## src/rtl/qcs_pkg.sv

```systemverilog
package qcs_pkg;
  localparam int WORD_W = 32;
  localparam logic [1:0] FMT_DUAL = 2'd1;
  localparam logic [1:0] FMT_QUAD = 2'd2;
  localparam logic [3:0] ADDR_CODE_24 = 4'd6;

  typedef enum logic [2:0] {
    PH_INS,
    PH_ADR,
    PH_DUMMY,
    PH_DATA,
    PH_DONE
  } qcs_phase_e;

  // enable pattern for a lane count of 1, 2 or 4
  function automatic logic [3:0] lane_mask(input logic [2:0] lanes);
    case (lanes)
      3'd4:    return 4'b1111;
      3'd2:    return 4'b0011;
      default: return 4'b0001;
    endcase
  endfunction

  // serial clocks needed for the address phase
  function automatic logic [5:0] addr_clocks(input logic wide_addr, input logic [2:0] lanes);
    if (wide_addr) return (lanes == 3'd4) ? 6'd8 : 6'd16;
    return (lanes == 3'd4) ? 6'd6 : 6'd12;
  endfunction

  // serial clocks per data byte
  function automatic logic [5:0] byte_clocks(input logic [2:0] lanes);
    return (lanes == 3'd4) ? 6'd2 : 6'd4;
  endfunction
endpackage

```

## src/rtl/qcs_fifo.sv

```systemverilog
module qcs_fifo #(
  parameter int WIDTH = 8,
  parameter int DEPTH = 16
) (
  input  logic             clk,
  input  logic             rst,
  input  logic             push,
  input  logic [WIDTH-1:0] wdata,
  input  logic             pop,
  output logic [WIDTH-1:0] rdata,
  output logic             full,
  output logic             empty
);
  localparam int AW = (DEPTH > 1) ? $clog2(DEPTH) : 1;
  localparam logic [AW:0] LEVEL_FULL = (AW+1)'(DEPTH);

  logic [WIDTH-1:0] mem [DEPTH];
  logic [AW-1:0]    wp, rp, wp_nx, rp_nx;
  logic [AW:0]      level;
  logic             do_push, do_pop;

  assign do_push = push && !full;
  assign do_pop  = pop && !empty;

  generate
    if (DEPTH == (1 << AW)) begin : g_pow2
      assign wp_nx = wp + 1'b1;
      assign rp_nx = rp + 1'b1;
    end else begin : g_wrap
      assign wp_nx = (wp == AW'(DEPTH - 1)) ? '0 : wp + 1'b1;
      assign rp_nx = (rp == AW'(DEPTH - 1)) ? '0 : rp + 1'b1;
    end
  endgenerate

  always_ff @(posedge clk) begin
    if (do_push) mem[wp] <= wdata;
  end

  always_ff @(posedge clk) begin
    if (rst) begin
      wp    <= '0;
      rp    <= '0;
      level <= '0;
    end else begin
      if (do_push) wp <= wp_nx;
      if (do_pop)  rp <= rp_nx;
      case ({do_push, do_pop})
        2'b10:   level <= level + 1'b1;
        2'b01:   level <= level - 1'b1;
        default: level <= level;
      endcase
    end
  end

  assign rdata = mem[rp];
  assign full  = (level == LEVEL_FULL);
  assign empty = (level == '0);
endmodule

```

## src/rtl/qcs_engine.sv

```systemverilog
module qcs_engine
  import qcs_pkg::*;
#(
  parameter int CNT_W = 16
) (
  input  logic              clk,
  input  logic              rst,
  input  logic              start,
  input  logic [1:0]        fmt,
  input  logic [3:0]        alen_code,
  input  logic [4:0]        wait_n,
  input  logic              dir_wr,
  input  logic [CNT_W-1:0]  count_m1,
  input  logic              tx_empty,
  input  logic [WORD_W-1:0] tx_word,
  output logic              tx_pop,
  input  logic              rx_full,
  output logic              rx_push,
  output logic [7:0]        rx_byte,
  output logic              busy,
  output logic              cs_n,
  output logic              sclk,
  output logic [3:0]        io_out,
  output logic [3:0]        io_oe,
  input  logic [3:0]        io_in
);
  qcs_phase_e        ph;
  logic              ready;
  logic [5:0]        units;
  logic [WORD_W-1:0] sh;
  logic [7:0]        rxsh, rx_next;
  logic [2:0]        cur, wide;
  logic              a32, wr_q;
  logic [4:0]        wait_q;
  logic [CNT_W-1:0]  left;
  logic [3:0]        drive;
  logic              fmt_ok, loading, rd_data, rx_hold;

  assign fmt_ok  = (fmt == FMT_DUAL) || (fmt == FMT_QUAD);
  assign loading = busy && !sclk && !ready;
  assign rd_data = (ph == PH_DATA) && !wr_q;
  assign rx_hold = rd_data && rx_full;
  assign tx_pop  = loading && !tx_empty &&
                   ((ph == PH_INS) || (ph == PH_ADR) || ((ph == PH_DATA) && wr_q));

  always_comb begin
    case (cur)
      3'd4:    drive = sh[WORD_W-1 -: 4];
      3'd2:    drive = {2'b00, sh[WORD_W-1 -: 2]};
      default: drive = {3'b000, sh[WORD_W-1]};
    endcase
  end

  assign rx_next = (cur == 3'd4) ? {rxsh[3:0], io_in} : {rxsh[5:0], io_in[1:0]};
  assign io_out  = drive & io_oe;

  always_ff @(posedge clk) begin
    if (rst) begin
      busy    <= 1'b0;
      cs_n    <= 1'b1;
      sclk    <= 1'b0;
      ready   <= 1'b0;
      ph      <= PH_INS;
      units   <= '0;
      sh      <= '0;
      rxsh    <= '0;
      cur     <= 3'd1;
      wide    <= 3'd4;
      a32     <= 1'b1;
      wr_q    <= 1'b0;
      wait_q  <= '0;
      left    <= '0;
      io_oe   <= '0;
      rx_push <= 1'b0;
      rx_byte <= '0;
    end else begin
      rx_push <= 1'b0;
      if (!busy) begin
        if (start && fmt_ok) begin
          busy   <= 1'b1;
          cs_n   <= 1'b0;
          ph     <= PH_INS;
          ready  <= 1'b0;
          wide   <= (fmt == FMT_QUAD) ? 3'd4 : 3'd2;
          a32    <= (alen_code != ADDR_CODE_24);
          wait_q <= wait_n;
          wr_q   <= dir_wr;
          left   <= count_m1;
        end
      end else if (sclk) begin
        // falling edge: advance the shifter or close the unit
        sclk <= 1'b0;
        if (units == 6'd1) begin
          ready <= 1'b0;
          case (ph)
            PH_INS:   ph <= PH_ADR;
            PH_ADR:   ph <= PH_DUMMY;
            PH_DUMMY: ph <= PH_DATA;
            PH_DATA: begin
              if (!wr_q) begin
                rx_push <= 1'b1;
                rx_byte <= rxsh;
              end
              if (left == '0) ph <= PH_DONE;
              else left <= left - 1'b1;
            end
            default: ph <= PH_DONE;
          endcase
        end else begin
          units <= units - 1'b1;
          sh    <= sh << cur;
        end
      end else if (ready) begin
        // rising edge unless the receive queue cannot take the byte
        if (!rx_hold) begin
          sclk <= 1'b1;
          if (rd_data) rxsh <= rx_next;
        end
      end else begin
        // load the next unit once its source is available
        case (ph)
          PH_INS: if (!tx_empty) begin
            sh    <= {tx_word[7:0], 24'h0};
            cur   <= 3'd1;
            units <= 6'd8;
            io_oe <= 4'b0001;
            ready <= 1'b1;
          end
          PH_ADR: if (!tx_empty) begin
            sh    <= a32 ? tx_word : {tx_word[23:0], 8'h0};
            cur   <= wide;
            units <= addr_clocks(a32, wide);
            io_oe <= lane_mask(wide);
            ready <= 1'b1;
          end
          PH_DUMMY: begin
            if (wait_q == '0) begin
              ph <= PH_DATA;
            end else begin
              units <= {1'b0, wait_q};
              io_oe <= '0;
              ready <= 1'b1;
            end
          end
          PH_DATA: begin
            if (wr_q) begin
              if (!tx_empty) begin
                sh    <= {tx_word[7:0], 24'h0};
                cur   <= wide;
                units <= byte_clocks(wide);
                io_oe <= lane_mask(wide);
                ready <= 1'b1;
              end
            end else begin
              cur   <= wide;
              units <= byte_clocks(wide);
              io_oe <= '0;
              ready <= 1'b1;
            end
          end
          default: begin
            busy  <= 1'b0;
            cs_n  <= 1'b1;
            io_oe <= '0;
            ph    <= PH_INS;
          end
        endcase
      end
    end
  end
endmodule

```

## src/rtl/qspi_cmd_seq.sv

```systemverilog
module qspi_cmd_seq
  import qcs_pkg::*;
#(
  parameter int TX_DEPTH = 16,
  parameter int RX_DEPTH = 16,
  parameter int CNT_W    = 16
) (
  input  logic             clk,
  input  logic             rst,
  input  logic             start,
  input  logic [1:0]       lane_fmt,
  input  logic [3:0]       addr_code,
  input  logic [4:0]       wait_cycles,
  input  logic             write_mode,
  input  logic [CNT_W-1:0] frames_m1,
  input  logic             tx_push,
  input  logic [31:0]      tx_wdata,
  output logic             tx_full,
  input  logic             rx_pop,
  output logic [7:0]       rx_rdata,
  output logic             rx_empty,
  output logic             busy,
  output logic             spi_cs_n,
  output logic             spi_sclk,
  output logic [3:0]       spi_io_out,
  output logic [3:0]       spi_io_oe,
  input  logic [3:0]       spi_io_in
);
  logic [WORD_W-1:0] tx_head_w;
  logic              tx_pop_w, tx_empty_w;
  logic              rx_push_w, rx_full_w;
  logic [7:0]        rx_byte_w;

  qcs_fifo #(.WIDTH(WORD_W), .DEPTH(TX_DEPTH)) i_txq (
    .clk(clk), .rst(rst),
    .push(tx_push), .wdata(tx_wdata),
    .pop(tx_pop_w), .rdata(tx_head_w),
    .full(tx_full), .empty(tx_empty_w)
  );

  qcs_fifo #(.WIDTH(8), .DEPTH(RX_DEPTH)) i_rxq (
    .clk(clk), .rst(rst),
    .push(rx_push_w), .wdata(rx_byte_w),
    .pop(rx_pop), .rdata(rx_rdata),
    .full(rx_full_w), .empty(rx_empty)
  );

  qcs_engine #(.CNT_W(CNT_W)) i_engine (
    .clk(clk), .rst(rst),
    .start(start), .fmt(lane_fmt), .alen_code(addr_code),
    .wait_n(wait_cycles), .dir_wr(write_mode), .count_m1(frames_m1),
    .tx_empty(tx_empty_w), .tx_word(tx_head_w), .tx_pop(tx_pop_w),
    .rx_full(rx_full_w), .rx_push(rx_push_w), .rx_byte(rx_byte_w),
    .busy(busy), .cs_n(spi_cs_n), .sclk(spi_sclk),
    .io_out(spi_io_out), .io_oe(spi_io_oe), .io_in(spi_io_in)
  );
endmodule

```

## config.mk

```make
export PLATFORM = sky130hd
export DESIGN_NAME = qspi_cmd_seq
export DESIGN_NICKNAME = d
export VERILOG_FILES = /design/src/rtl/qcs_pkg.sv /design/src/rtl/qcs_fifo.sv /design/src/rtl/qcs_engine.sv /design/src/rtl/qspi_cmd_seq.sv
export SDC_FILE = /design/constraint.sdc
export NUM_CORES = 1
export LEC_CHECK = 0
export BUFFER_PORTS_ARGS = -buffer_cell sky130_fd_sc_hd__buf_2
export CORE_MARGIN = 4
export CORE_UTILIZATION = 35
export DETAILED_ROUTE_END_ITERATION = 10
export GPL_ROUTABILITY_DRIVEN = 0
export MAX_ROUTING_LAYER = met4
export PLACE_DENSITY = 0.47
export SKIP_LAST_GASP = 1
export SLEW_MARGIN = 20
export SYNTH_ARGS = -nofsm -noshare
export SYNTH_HDL_FRONTEND = slang
export SYNTH_HIERARCHICAL = 1
export SYNTH_SLANG_ARGS = --single-unit
```

## constraint.sdc

```tcl
create_clock -name clk -period 10.73 [get_ports clk]
set_clock_uncertainty 0.1 [all_clocks]
set_input_delay 1.073 -clock clk [delete_from_list [all_inputs] [get_ports clk]]
set_output_delay 1.073 -clock clk [all_outputs]
set_load 0.02 [all_outputs]
```

==> tab_implementation.tex <==
\begin{tabular}{lr}
\hline
Metric & Value \\
\hline
\multicolumn{2}{l}{\textbf{Run status}} \\
Outcome & finished clean \\
\multicolumn{2}{l}{\textbf{Place}} \\
HPWL after detailed placement & 46500 um \\
Number of port buffers & between 80 and 90 \\
\multicolumn{2}{l}{\textbf{STA}} \\
Final worst-path cycle share & 38.5\% \\
Worst-margin pin slew & 1.10 ns \\
Final setup fails & 0 \\
Normalized max-slew margin & about a quarter \\
Max Transition Viols Final & 0 \\
Fin Setup TNS & 0 ns \\
Highest Clock Rate & about 240 MHz \\
Final-report hold violation count & 0 \\
Unrepaired setup endpoints after global routing & no \\
Fin crit period & 4.13 ns \\
\multicolumn{2}{l}{\textbf{Cells and area}} \\
Most frequent standard cell in the layout excluding fill and tap cells & edfxtp\_1 \\
Layout cell share with drive strength beyond 1 & between 20\% and 30\% \\
Final \#Nets & about 2000 \\
Final core utilization & approximately two fifths \\
Leading cell types in the layout, fill and taps excluded & edfxtp\_1 (640), mux4\_2 (226), nor2\_1 (168), dfxtp\_1 (120), buf\_2 (88) \\
Filler cells & 8151 \\
P\&R area growth vs syn & 14.0\% \\
\multicolumn{2}{l}{\textbf{Synth}} \\
Share of the synthesized netlist area taken by xor and xnor gates & 0.521\% \\
Netlist area before placement & approximately 0.032 mm\^{}2 \\
Combinational family with the most area after synthesis & multiplexers \\
Share of the synthesized area in compound gates (AO/OA/AOI/OAI) & under 10\% \\
Synthesized netlist cell count & about 1800 \\
Yosys warnings & 6 \\
Mux share of post-synthesis cell area & a little under a fifth \\
Fraction of the mapped netlist area in adder cells & less than 1\% \\
Number of distinct library cell variants in the gate-level netlist after synthesis & between 80 and 90 \\
Net count after synthesis & between 1500 and 2000 \\
Share of synthesized registers carrying an async set or reset & 0\% \\
Main area contributors after synthesis & edfxtp\_1 (60\%), mux4\_2 (16\%), dfxtp\_1 (8.0\%) \\
Mean Syn Cell Area & 17.4 um\^{}2 \\
Number of flops mapped to enable cells by yosys & between 600 and 700 \\
Area share of the leading cell type in the synthesized netlist & 60.1\% \\
Share of synthesized cell area in and, or, nand and nor gates & under 10\% \\
Largest area contributor in the netlist & edfxtp\_1 \\
Leading register cell type out of synthesis & edfxtp\_1 \\
Proportion of synthesized chip area in sequential cells & 68.1\% \\
Seq cells post-synth & 768 \\
\multicolumn{2}{l}{\textbf{Floorplan}} \\
Number of standard-cell rows in the floorplan & 110 \\
Starting density of the core & between 30 and 40\% \\
Overall die width & between 300 and 400 um \\
Ports placed on the boundary & 90 \\
Area enclosed by the die boundary & between 0.09 and 0.1 mm\^{}2 \\
Area of the core & $\sim$0.09 mm\^{}2 \\
Die Ht & slightly above 300 um \\
\multicolumn{2}{l}{\textbf{Clock tree}} \\
Buffer type at the clock tree root & clkbuf\_16 \\
Resized Gates After CTS & 0 \\
TritonCTS buffer count & 85 \\
Htree depth & 3 \\
Number of sinks handled by clock tree synthesis & approximately 770 \\
Clock-pin slew on the worst setup and hold paths & 0.07 ns \\
Clock latency reported for the late side of the worst-skew pair & between 0.6 and 0.7 ns \\
Post-CTS Setup Repair Bufs & 0 \\
Largest buffer count on any clock path & 3 \\
CTS tree & yes \\
CTS Hold Bufs & 0 \\
\multicolumn{2}{l}{\textbf{Worst setup path}} \\
Maximum fanout along the worst path & 24 \\
Data arrival time at the worst-slack endpoint & 4.56 ns \\
Crit Path Category & reg2reg \\
Startpoint types & register \\
Data required time of the worst path & around 11 ns \\
CP Capture Type & register \\
\multicolumn{2}{l}{\textbf{Global route}} \\
Pin count of the biggest net entering global routing & 73 \\
Initial antenna violation count & 6 \\
Total routing resource utilization after global routing & roughly 18\% \\
Wire length of the first global-routing pass & around 120000 um \\
Aggregate global routing overflow & 0 \\
Via count of the first global-routing pass & around 18000 \\
\multicolumn{2}{l}{\textbf{Power and ir drop}} \\
Peak supply drop & 0.103 mV \\
Fraction of power spent switching nets & 22.5\% \\
Sum of internal, switching and leakage power & 6.46 mW \\
Internal power contribution & $\sim$5 mW \\
Gate power share & under 10\% \\
P\_sw & approximately 1.5 mW \\
Clock share of power & approximately 43\% \\
Power per cell area & 177 mW/mm\^{}2 \\
Pleak & about 12 nW \\
Sequential Power Share & 51.4\% \\
\multicolumn{2}{l}{\textbf{Drt}} \\
Detailed-routing wirelength on met1 & about 35000 um \\
Met3 wirelength from detailed routing & 4060 um \\
Top metal layer carrying routed signals & met4 \\
Vias post-DR & around 17000 \\
DRT iter0 DRCs & roughly 1300 \\
Remaining routing DRC violations & 0 \\
First-pass iteration count of the detailed router & 5 \\
Ratio of routed vias to standard cells & 5.44 \\
Antenna violation net count after detailed routing & 0 \\
Routed met2 length & 40400 um \\
Average wire length per cell after detail routing & around 26 um \\
Final WL & 82100 um \\
\multicolumn{2}{l}{\textbf{Min path}} \\
Worst hold path class & reg2reg \\
\multicolumn{2}{l}{\textbf{Flow run}} \\
Max-capacitance violation count & 0 \\
\hline
\end{tabular}
[registers in the layout, indices dropped and copies added, names as in the netlist, 2 cells and up, named ones only]
| register | cells |
|---|---|
| i_rxq/rp | 4 |
| i_txq/mem | 512 |
| i_rxq/mem | 128 |
| i_txq/wp | 4 |
| i_engine/io_oe | 4 |
| i_engine/rxsh | 8 |
| i_rxq/level | 5 |
| i_engine/cur | 3 |
| i_engine/ph | 3 |
| i_txq/rp | 4 |
| i_txq/level | 5 |
| i_engine/wide | 2 |
| i_engine/wait_q | 5 |
| i_engine/sh | 32 |
| i_rxq/wp | 4 |
| i_engine/rx_byte | 8 |
| i_engine/left | 16 |
| i_engine/units | 6 |
[routing by layer]
| layer | up-vias | global-route usage, % |
|---|---|---|
| met1 | 9100 | 23.0 |
| met4 | 0 | 5.20 |
| met5 | - | - |
| met3 | 138 | 3.17 |
| li1 | 7628 | - |
| met2 | 414 | 28.7 |
[synth_stat cells, types with 5 or more instances]
cell,n
edfxtp_1,640
mux4_2,226
nor2_1,180
dfxtp_1,128
nand2_1,64
clkbuf_1,61
mux2i_1,59
a21oi_1,46
a211oi_1,41
buf_2,31
inv_1,31
nor3_1,31
ha_1,23
o21ai_0,22
a221oi_1,21
buf_1,13
nand2b_1,13
nor2b_1,13
xor2_1,13
nand3_1,12
a31oi_1,11
a32oi_1,9
and2_1,8
mux2_2,8
nand4_1,8
and3_1,6
nor3b_1,6
xnor2_1,6
buf_4,5
o22ai_1,5
[power by group through the flow]
stage | registers, mW | logic (mW) | clock network (mW)
floorplan | 3.36 | 0.252 | 0
detailed placement | 3.38 | 0.371 | 0
finish | 3.32 | 0.368 | 2.77
CTS | 3.32 | 0.373 | 2.86
global placement | 3.38 | 0.364 | 0
global route | 3.32 | 0.405 | 2.97
[kinds of logic after synthesis]
| kind of cell | after synthesis |
|---|---|
| AO/OA/AOI/OAI | 206 |
| XOR/XNOR | 19 |
| adder cells (fa/ha/maj) | 23 |
| buffers and inverters | 144 |
| flip-flops | 768 |
| multiplexers | 295 |
| AND/OR/NAND/NOR | 381 |
[stage by stage]
stage	cell area (um^2)	std cells	setup slack, ns	hold WS, ns
after CTS	36400	3172	6.61	0.381
after global placement	33800	3019	6.49	0.367
after global routing	36500	3175	6.27	0.413
after floorplan	32000	1836	6.39	0.349
after detailed placement	33800	3020	6.64	0.373
final	36500	3175	6.60	0.385
[worst max-delay path, stage by stage (launching register included)]
cell	delay, ns
dfxtp_1	0.94
nor4b_2	0.39
nor3b_2	0.52
o21a_1	0.32
ha_1	0.26
xor2_1	0.10
ha_1	0.24
nor4b_1	0.38
a21oi_1	0.10
o32ai_1	0.32
mux2_1	0.34
[worst paths after layout]
kind,startpoint,endpoint,slack (ns),depth (start not counted)
min reg2reg,i_engine/left[11],i_engine/left[11],0.39,2
min,i_engine/left[11],i_engine/left[11],0.39,2
max,i_engine/busy,i_txq/level[4],6.60,10
max reg2reg,i_engine/busy,i_txq/level[4],6.60,10
[layout make-up]
cell class | count | area (um^2) | share of cell area (%)
Sequential cell | 768 | 21800 | 59.8
Multi-Input combinational cell | 924 | 9700 | 26.6
Clock buffer | 112 | 2300 | 6.31
Tap cell | 1176 | 1470 | 4.04
Timing Repair Buffer | 121 | 712 | 1.95
Clock inverter | 40 | 342 | 0.937
Inverter | 31 | 116 | 0.319
Antenna cell | 3 | 7.51 | 0.0206
Power figures use the tool's default switching activity.
